==> src/rtl/pulser_pkg.sv <==
package pulser_pkg;

    localparam int AMP_W    = 8;
    localparam int NUM_OUT  = 2;

    // control byte field positions
    localparam int CTL_LO_EN  = 0;
    localparam int CTL_HI_EN  = 1;
    localparam int CTL_FAST   = 2;

    // register select values
    localparam logic SEL_CTRL = 1'b0;
    localparam logic SEL_AMP  = 1'b1;

    // output channel indices
    localparam int CH_LO = 0;
    localparam int CH_HI = 1;

    typedef struct packed {
        logic [NUM_OUT-1:0] en;
        logic               fast_req;
        logic [AMP_W-1:0]   amp;
    } cmd_state_t;

endpackage

==> src/rtl/pulser_cmd_regs.sv <==
module pulser_cmd_regs
    import pulser_pkg::*;
(
    input  logic               clk,
    input  logic               rst_n,
    input  logic               cmd_wr,
    input  logic               cmd_sel,
    input  logic [AMP_W-1:0]   cmd_data,
    output logic [NUM_OUT-1:0] en_d,
    output logic [NUM_OUT-1:0] en_q,
    output logic               fast_req_q,
    output logic [AMP_W-1:0]   amp_q
);

    cmd_state_t st_d;
    cmd_state_t st_q;

    logic ctrl_wr;
    logic amp_wr;

    always_comb begin
        ctrl_wr = cmd_wr && (cmd_sel == SEL_CTRL);
        amp_wr  = cmd_wr && (cmd_sel == SEL_AMP);
        st_d    = st_q;
        if (ctrl_wr) begin
            st_d.en[CH_LO] = cmd_data[CTL_LO_EN];
            st_d.en[CH_HI] = cmd_data[CTL_HI_EN];
            st_d.fast_req  = cmd_data[CTL_FAST];
        end
        if (amp_wr) begin
            st_d.amp = cmd_data;
        end
    end

    always_ff @(posedge clk or negedge rst_n) begin
        if (!rst_n) begin
            st_q <= '0;
        end else begin
            st_q <= st_d;
        end
    end

    assign en_d       = st_d.en;
    assign en_q       = st_q.en;
    assign fast_req_q = st_q.fast_req;
    assign amp_q      = st_q.amp;

    AST_AMP_HOLD: assert property (@(posedge clk) disable iff (!rst_n)
        !(cmd_wr && cmd_sel == SEL_AMP) |=> $stable(amp_q));

    AST_AMP_LOAD: assert property (@(posedge clk) disable iff (!rst_n)
        (cmd_wr && cmd_sel == SEL_AMP) |=> (amp_q == $past(cmd_data)));

endmodule

==> src/rtl/pulser_rate_gen.sv <==
module pulser_rate_gen #(
    parameter int SLOW_CYC = 2_000_000,
    parameter int FAST_CYC = 8_000
) (
    input  logic clk,
    input  logic rst_n,
    input  logic fast_req,
    output logic tick
);

    localparam int MAX_CYC = (SLOW_CYC > FAST_CYC) ? SLOW_CYC : FAST_CYC;
    localparam int CW      = (MAX_CYC > 1) ? $clog2(MAX_CYC) : 1;
    localparam logic [CW-1:0] SLOW_LAST = CW'(SLOW_CYC - 1);
    localparam logic [CW-1:0] FAST_LAST = CW'(FAST_CYC - 1);

    typedef struct packed {
        logic [CW-1:0] cnt;
        logic          fast;
    } rate_state_t;

    rate_state_t rs_d;
    rate_state_t rs_q;

    logic [CW-1:0] last_q;
    logic          wrap;

    always_comb begin
        last_q = rs_q.fast ? FAST_LAST : SLOW_LAST;
        wrap   = (rs_q.cnt == last_q);
        rs_d   = rs_q;
        if (wrap) begin
            rs_d.cnt  = '0;
            rs_d.fast = fast_req;
        end else begin
            rs_d.cnt  = rs_q.cnt + 1'b1;
        end
    end

    always_ff @(posedge clk or negedge rst_n) begin
        if (!rst_n) begin
            rs_q <= '0;
        end else begin
            rs_q <= rs_d;
        end
    end

    assign tick = wrap;

    AST_CNT_RANGE: assert property (@(posedge clk) disable iff (!rst_n)
        rs_q.cnt <= (rs_q.fast ? FAST_LAST : SLOW_LAST));

    AST_RATE_AT_BOUNDARY: assert property (@(posedge clk) disable iff (!rst_n)
        !tick |=> $stable(rs_q.fast));

    AST_CNT_RUNS: assert property (@(posedge clk) disable iff (!rst_n)
        !tick |=> (rs_q.cnt == $past(rs_q.cnt) + 1'b1));

endmodule

==> src/rtl/pulser_out_gate.sv <==
module pulser_out_gate
    import pulser_pkg::*;
(
    input  logic               clk,
    input  logic               rst_n,
    input  logic               tick,
    input  logic [NUM_OUT-1:0] en_d,
    input  logic [NUM_OUT-1:0] en_q,
    output logic [NUM_OUT-1:0] strobe_q
);

    logic [NUM_OUT-1:0] strobe_d;

    for (genvar i = 0; i < NUM_OUT; i++) begin : g_ch
        always_comb begin
            strobe_d[i] = tick && en_d[i];
        end

        always_ff @(posedge clk or negedge rst_n) begin
            if (!rst_n) begin
                strobe_q[i] <= 1'b0;
            end else begin
                strobe_q[i] <= strobe_d[i];
            end
        end

        AST_OFF_QUIET: assert property (@(posedge clk) disable iff (!rst_n)
            strobe_q[i] |-> en_q[i]);

        AST_ONE_CYCLE: assert property (@(posedge clk) disable iff (!rst_n)
            strobe_q[i] |=> !strobe_q[i]);
    end

    AST_SHARED_PHASE: assert property (@(posedge clk) disable iff (!rst_n)
        (strobe_q[CH_LO] && en_q[CH_HI]) |-> strobe_q[CH_HI]);

endmodule

==> src/rtl/pulser_ctrl.sv <==
module pulser_ctrl
    import pulser_pkg::*;
#(
    parameter int CLK_HZ  = 16_000_000,
    parameter int SLOW_HZ = 8,
    parameter int FAST_HZ = 2_000
) (
    input  logic             clk,
    input  logic             rst_n,
    input  logic             cmd_wr,
    input  logic             cmd_sel,
    input  logic [AMP_W-1:0] cmd_data,
    output logic             lo_strobe,
    output logic             hi_strobe,
    output logic [AMP_W-1:0] amp_code
);

    localparam int SLOW_CYC = CLK_HZ / SLOW_HZ;
    localparam int FAST_CYC = CLK_HZ / FAST_HZ;

    logic [NUM_OUT-1:0] en_d;
    logic [NUM_OUT-1:0] en_q;
    logic               fast_req_q;
    logic               tick;
    logic [NUM_OUT-1:0] strobe_q;

    pulser_cmd_regs u_regs (
        .clk        (clk),
        .rst_n      (rst_n),
        .cmd_wr     (cmd_wr),
        .cmd_sel    (cmd_sel),
        .cmd_data   (cmd_data),
        .en_d       (en_d),
        .en_q       (en_q),
        .fast_req_q (fast_req_q),
        .amp_q      (amp_code)
    );

    pulser_rate_gen #(
        .SLOW_CYC (SLOW_CYC),
        .FAST_CYC (FAST_CYC)
    ) u_rate (
        .clk      (clk),
        .rst_n    (rst_n),
        .fast_req (fast_req_q),
        .tick     (tick)
    );

    pulser_out_gate u_gate (
        .clk      (clk),
        .rst_n    (rst_n),
        .tick     (tick),
        .en_d     (en_d),
        .en_q     (en_q),
        .strobe_q (strobe_q)
    );

    assign lo_strobe = strobe_q[CH_LO];
    assign hi_strobe = strobe_q[CH_HI];

    AST_STROBE_NEEDS_TICK: assert property (@(posedge clk) disable iff (!rst_n)
        (lo_strobe || hi_strobe) |-> $past(tick));

endmodule

==> config.mk <==
export PLATFORM = sky130hd
export DESIGN_NAME = pulser_ctrl
export DESIGN_NICKNAME = d
export VERILOG_FILES = /design/src/rtl/pulser_pkg.sv /design/src/rtl/pulser_cmd_regs.sv /design/src/rtl/pulser_rate_gen.sv /design/src/rtl/pulser_out_gate.sv /design/src/rtl/pulser_ctrl.sv
export SDC_FILE = /design/constraint.sdc
export NUM_CORES = 1
export LEC_CHECK = 0
export ABC_AREA = 1
export BUFFER_PORTS_ARGS = -buffer_cell sky130_fd_sc_hd__buf_2
export CORE_UTILIZATION = 40
export DETAILED_ROUTE_END_ITERATION = 10
export PLACE_DENSITY = 0.63
export SLEW_MARGIN = 30
export SYNTH_ARGS = -nofsm -noshare
export SYNTH_HDL_FRONTEND = slang
export SYNTH_SLANG_ARGS = --single-unit
==> constraint.sdc <==
create_clock -name clk -period 1.4 [get_ports clk]
set_input_delay 0.28 -clock clk [delete_from_list [all_inputs] [get_ports clk]]
set_output_delay 0.28 -clock clk [all_outputs]
set_load 0.02 [all_outputs]
==> flow_summary.ini <==
[run_status]
outcome = complete, but fails checks
violations = setup timing

[synthesis]
ys_types = 23
syn_area_um2 = 1831
avgSynthCellArea_um2 = 7.959
ys_seq_elements = 35
ys_warn_count = 0
synth_nets = 243
syn_inst = 230
ys_seq_area_frac = 0.4785
synth-edff-count = 0
synth_ff_type = dfrtp_1
async_flop_share = 1.000

[floorplanning]
io_pins = 22
fp.dieArea_um2 = 4851
dieWidth_um = 69.65
start_util = 0.4175
rows = 24
die_h_um = 69.65
core-area_um2 = 4384

[layout]
drive_gt1_frac = 0.2744
antenna_cells = 0
final_common_cell = nand2_1
finalInstanceArea_um2 = 2272
area_delta_synth_final_pct = 24.13
nNetsFinal = 289
mostFrequentLayoutCells = nand2_1 (60), nor2_1 (38), dfrtp_1 (35)

[critical_path]
crit_end = u_rate.rs_q[2]
timing.rr.end = u_rate.rs_q[2]
crit_path_start_kind = register
crit_chain = ha_2 -> nand2_2 -> nor2_4 -> nand2_4 -> nor2_4 -> nand3_4 -> inv_8 -> nor2_1
cpMostUsedCell = nor2_4
crit_type = reg -> reg
max_stage_delay_ns = 0.36
cp_slowest_cell = dfrtp_1
reg2reg_slack_ns = -0.06
r2r_cells = 8
worstReg2RegStart = u_rate.rs_q[1]
cp-startpoint = u_rate.rs_q[1]
end_kind = register
cp_max_fo = 8
cp_data_required_time_ns = 1.58
arrival_ns = 1.65

[placement]
hpwl_um = 2904
gp_congestion = 0.8474
dp_slack_ns = -0.04671
io_buffer_count = 21
place_area_um2 = 2103

[worst_hold_path]
hp-start = cmd_data[5]
hold_path.class = in -> reg

[route]
vias = 1556
route.detailed.drc = 0
wl_per_cell_um = 12.09
ant_nets = 0
dr.pass1.iters = 4
drt_wl_total_um = 3976
drtIter0Drc = 81
routed_via_density = 4.729

[timing]
clock.fmax_mhz = 683.3
fin_ws_ns = -0.06345
final.period_utilization = 1.045
drv_slew = 0
setup-tns-final_ns = -0.5253
final-setup-viol-count = 12
finalClockSkew_ns = 0.007531
hold_viol_final = 0
fin_crit_ns = 1.463
rsz0062_at_grt = true
relSlewSlack = 0.7408
tightest_slew_ns = 0.3888

[clocking]
htree_levels = 2
path_clk_slew_ns = 0.07
cts-root-buf = clkbuf_8
clk_path_buf_depth = 2
cts_made_buffers = 5
numClockSinks = 35
clkLatencyLatePin_ns = 0.29
cts_tree = built

[pwr]
total_power_w = 0.001970
irDropWorstVdd_uv = 452.0
powerDensity_nw_per_um2 = 867.0
leakage_nw = 1.134

[global_route]
antenna_found_initial = 0
grtUsageMet1 = 0.2379
grt.busiest_layer = met2
grt_max_degree = 21
grt_overflow_total = 0
grt_use_met2 = 0.3020
use_met3 = 0.04506
track_usage = 0.1872
grt_pass1_vias = 1585
grt_first_pass_wirelength_um = 7010

[run]
maxCapViolCount = 0
[report_power, final]
part	internal, W	switching (W)
registers	0.00105	0.0000177
clock network	0.000340	0.000378
logic	0.0000735	0.000105
[logic make-up after synthesis]
family,share of synthesized area
multiplexers,0.04306
AND/OR/NAND/NOR,0.3233
XOR/XNOR,0.05264
AO/OA/AOI/OAI,0.02871
buffers and inverters,0.06699
flip-flops,0.4785
adder cells (fa/ha/maj),0.006834
[sequential cells by signal (all words and copies together) (netlist names)]
signal and cells:
u_regs.fast_req_q 1, u_gate.strobe_q 2, u_regs.amp_q 8, u_regs.en_q 2, u_rate.rs_q 22
[critical path, delay by kind of cell (launching register included)]
family                     cells  cell delay [ns]
adders and majority gates      1             0.19
and+or+nand+nor                6             0.68
DFF                            1             0.36
buffers and inverters          1             0.12
[layout make-up]
class                   count  area, um2
inverters                  32      127.6
flip-flops and latches     35      875.8
well taps                  52      65.06
multi-input cells         164      872.1
clock buffers               5      68.82
fillers                   441       2112
clock inverters             3      15.01
repair buffers             38      247.7
[how the worst min path moves through the flow]
stage | slack [ns] | depth (start not counted) | to
6_report | 0.21 | 2 | u_regs.amp_q[5]
5_1_grt | 0.22 | 2 | u_regs.amp_q[5]
4_1_cts | 0.21 | 2 | u_regs.amp_q[5]
3_5_place_dp | 0.23 | 1 | u_regs.en_q[0]
3_3_place_gp | 0.22 | 1 | u_regs.en_q[0]
2_1_floorplan | -0.02 | 0 | u_gate.strobe_q[0]
[per-layer routing]
layer / wire [um] / up-vias / share of wire
met5: 0 / - / 0
met3: 97 / 5 / 0.024
met2: 1915 / 15 / 0.48
met4: 71 / 0 / 0.018
met1: 1892 / 727 / 0.48
li1: - / 809 / -
[synth_stat cells (2+ instances only)]
master,count,area [um2]
xnor2_1,2,17.52
nand2_1,61,229.0
nor2_1,44,165.2
nand3_1,9,45.04
dfrtp_1,35,875.8
nor3_1,2,10.01
a21oi_1,2,10.01
nand2_2,3,18.77
o21ai_0,6,30.03
nor2_2,5,31.28
inv_1,30,112.6
mux2_2,7,78.83
nand4_1,5,31.28
xor2_1,9,78.83
nor2_4,2,22.52
[repair_timing]
action | in CTS | in global routing
hold buffers | 1 | 0
endpoints found under the hold margin | 15 | 0
endpoints found under the setup margin | 11 | 21
gates resized for setup | 3 | 9
cloned | 1 | 0
buffers inserted | 3 | 1
pin swaps | 8 | 6
[through the flow]
| step | hold slack, ns | util | cells |
|---|---|---|---|
| final | 0.2149 | 0.5183 | 329 |
| after global routing | 0.2193 | 0.5183 | 329 |
| after CTS | 0.2101 | 0.5103 | 328 |
| after detailed placement | 0.2290 | 0.4797 | 315 |
| after global placement | 0.2211 | 0.4797 | 315 |
| after floorplan | -0.01559 | - | 230 |
No activity file was read; power rests on OpenSTA's default activity.
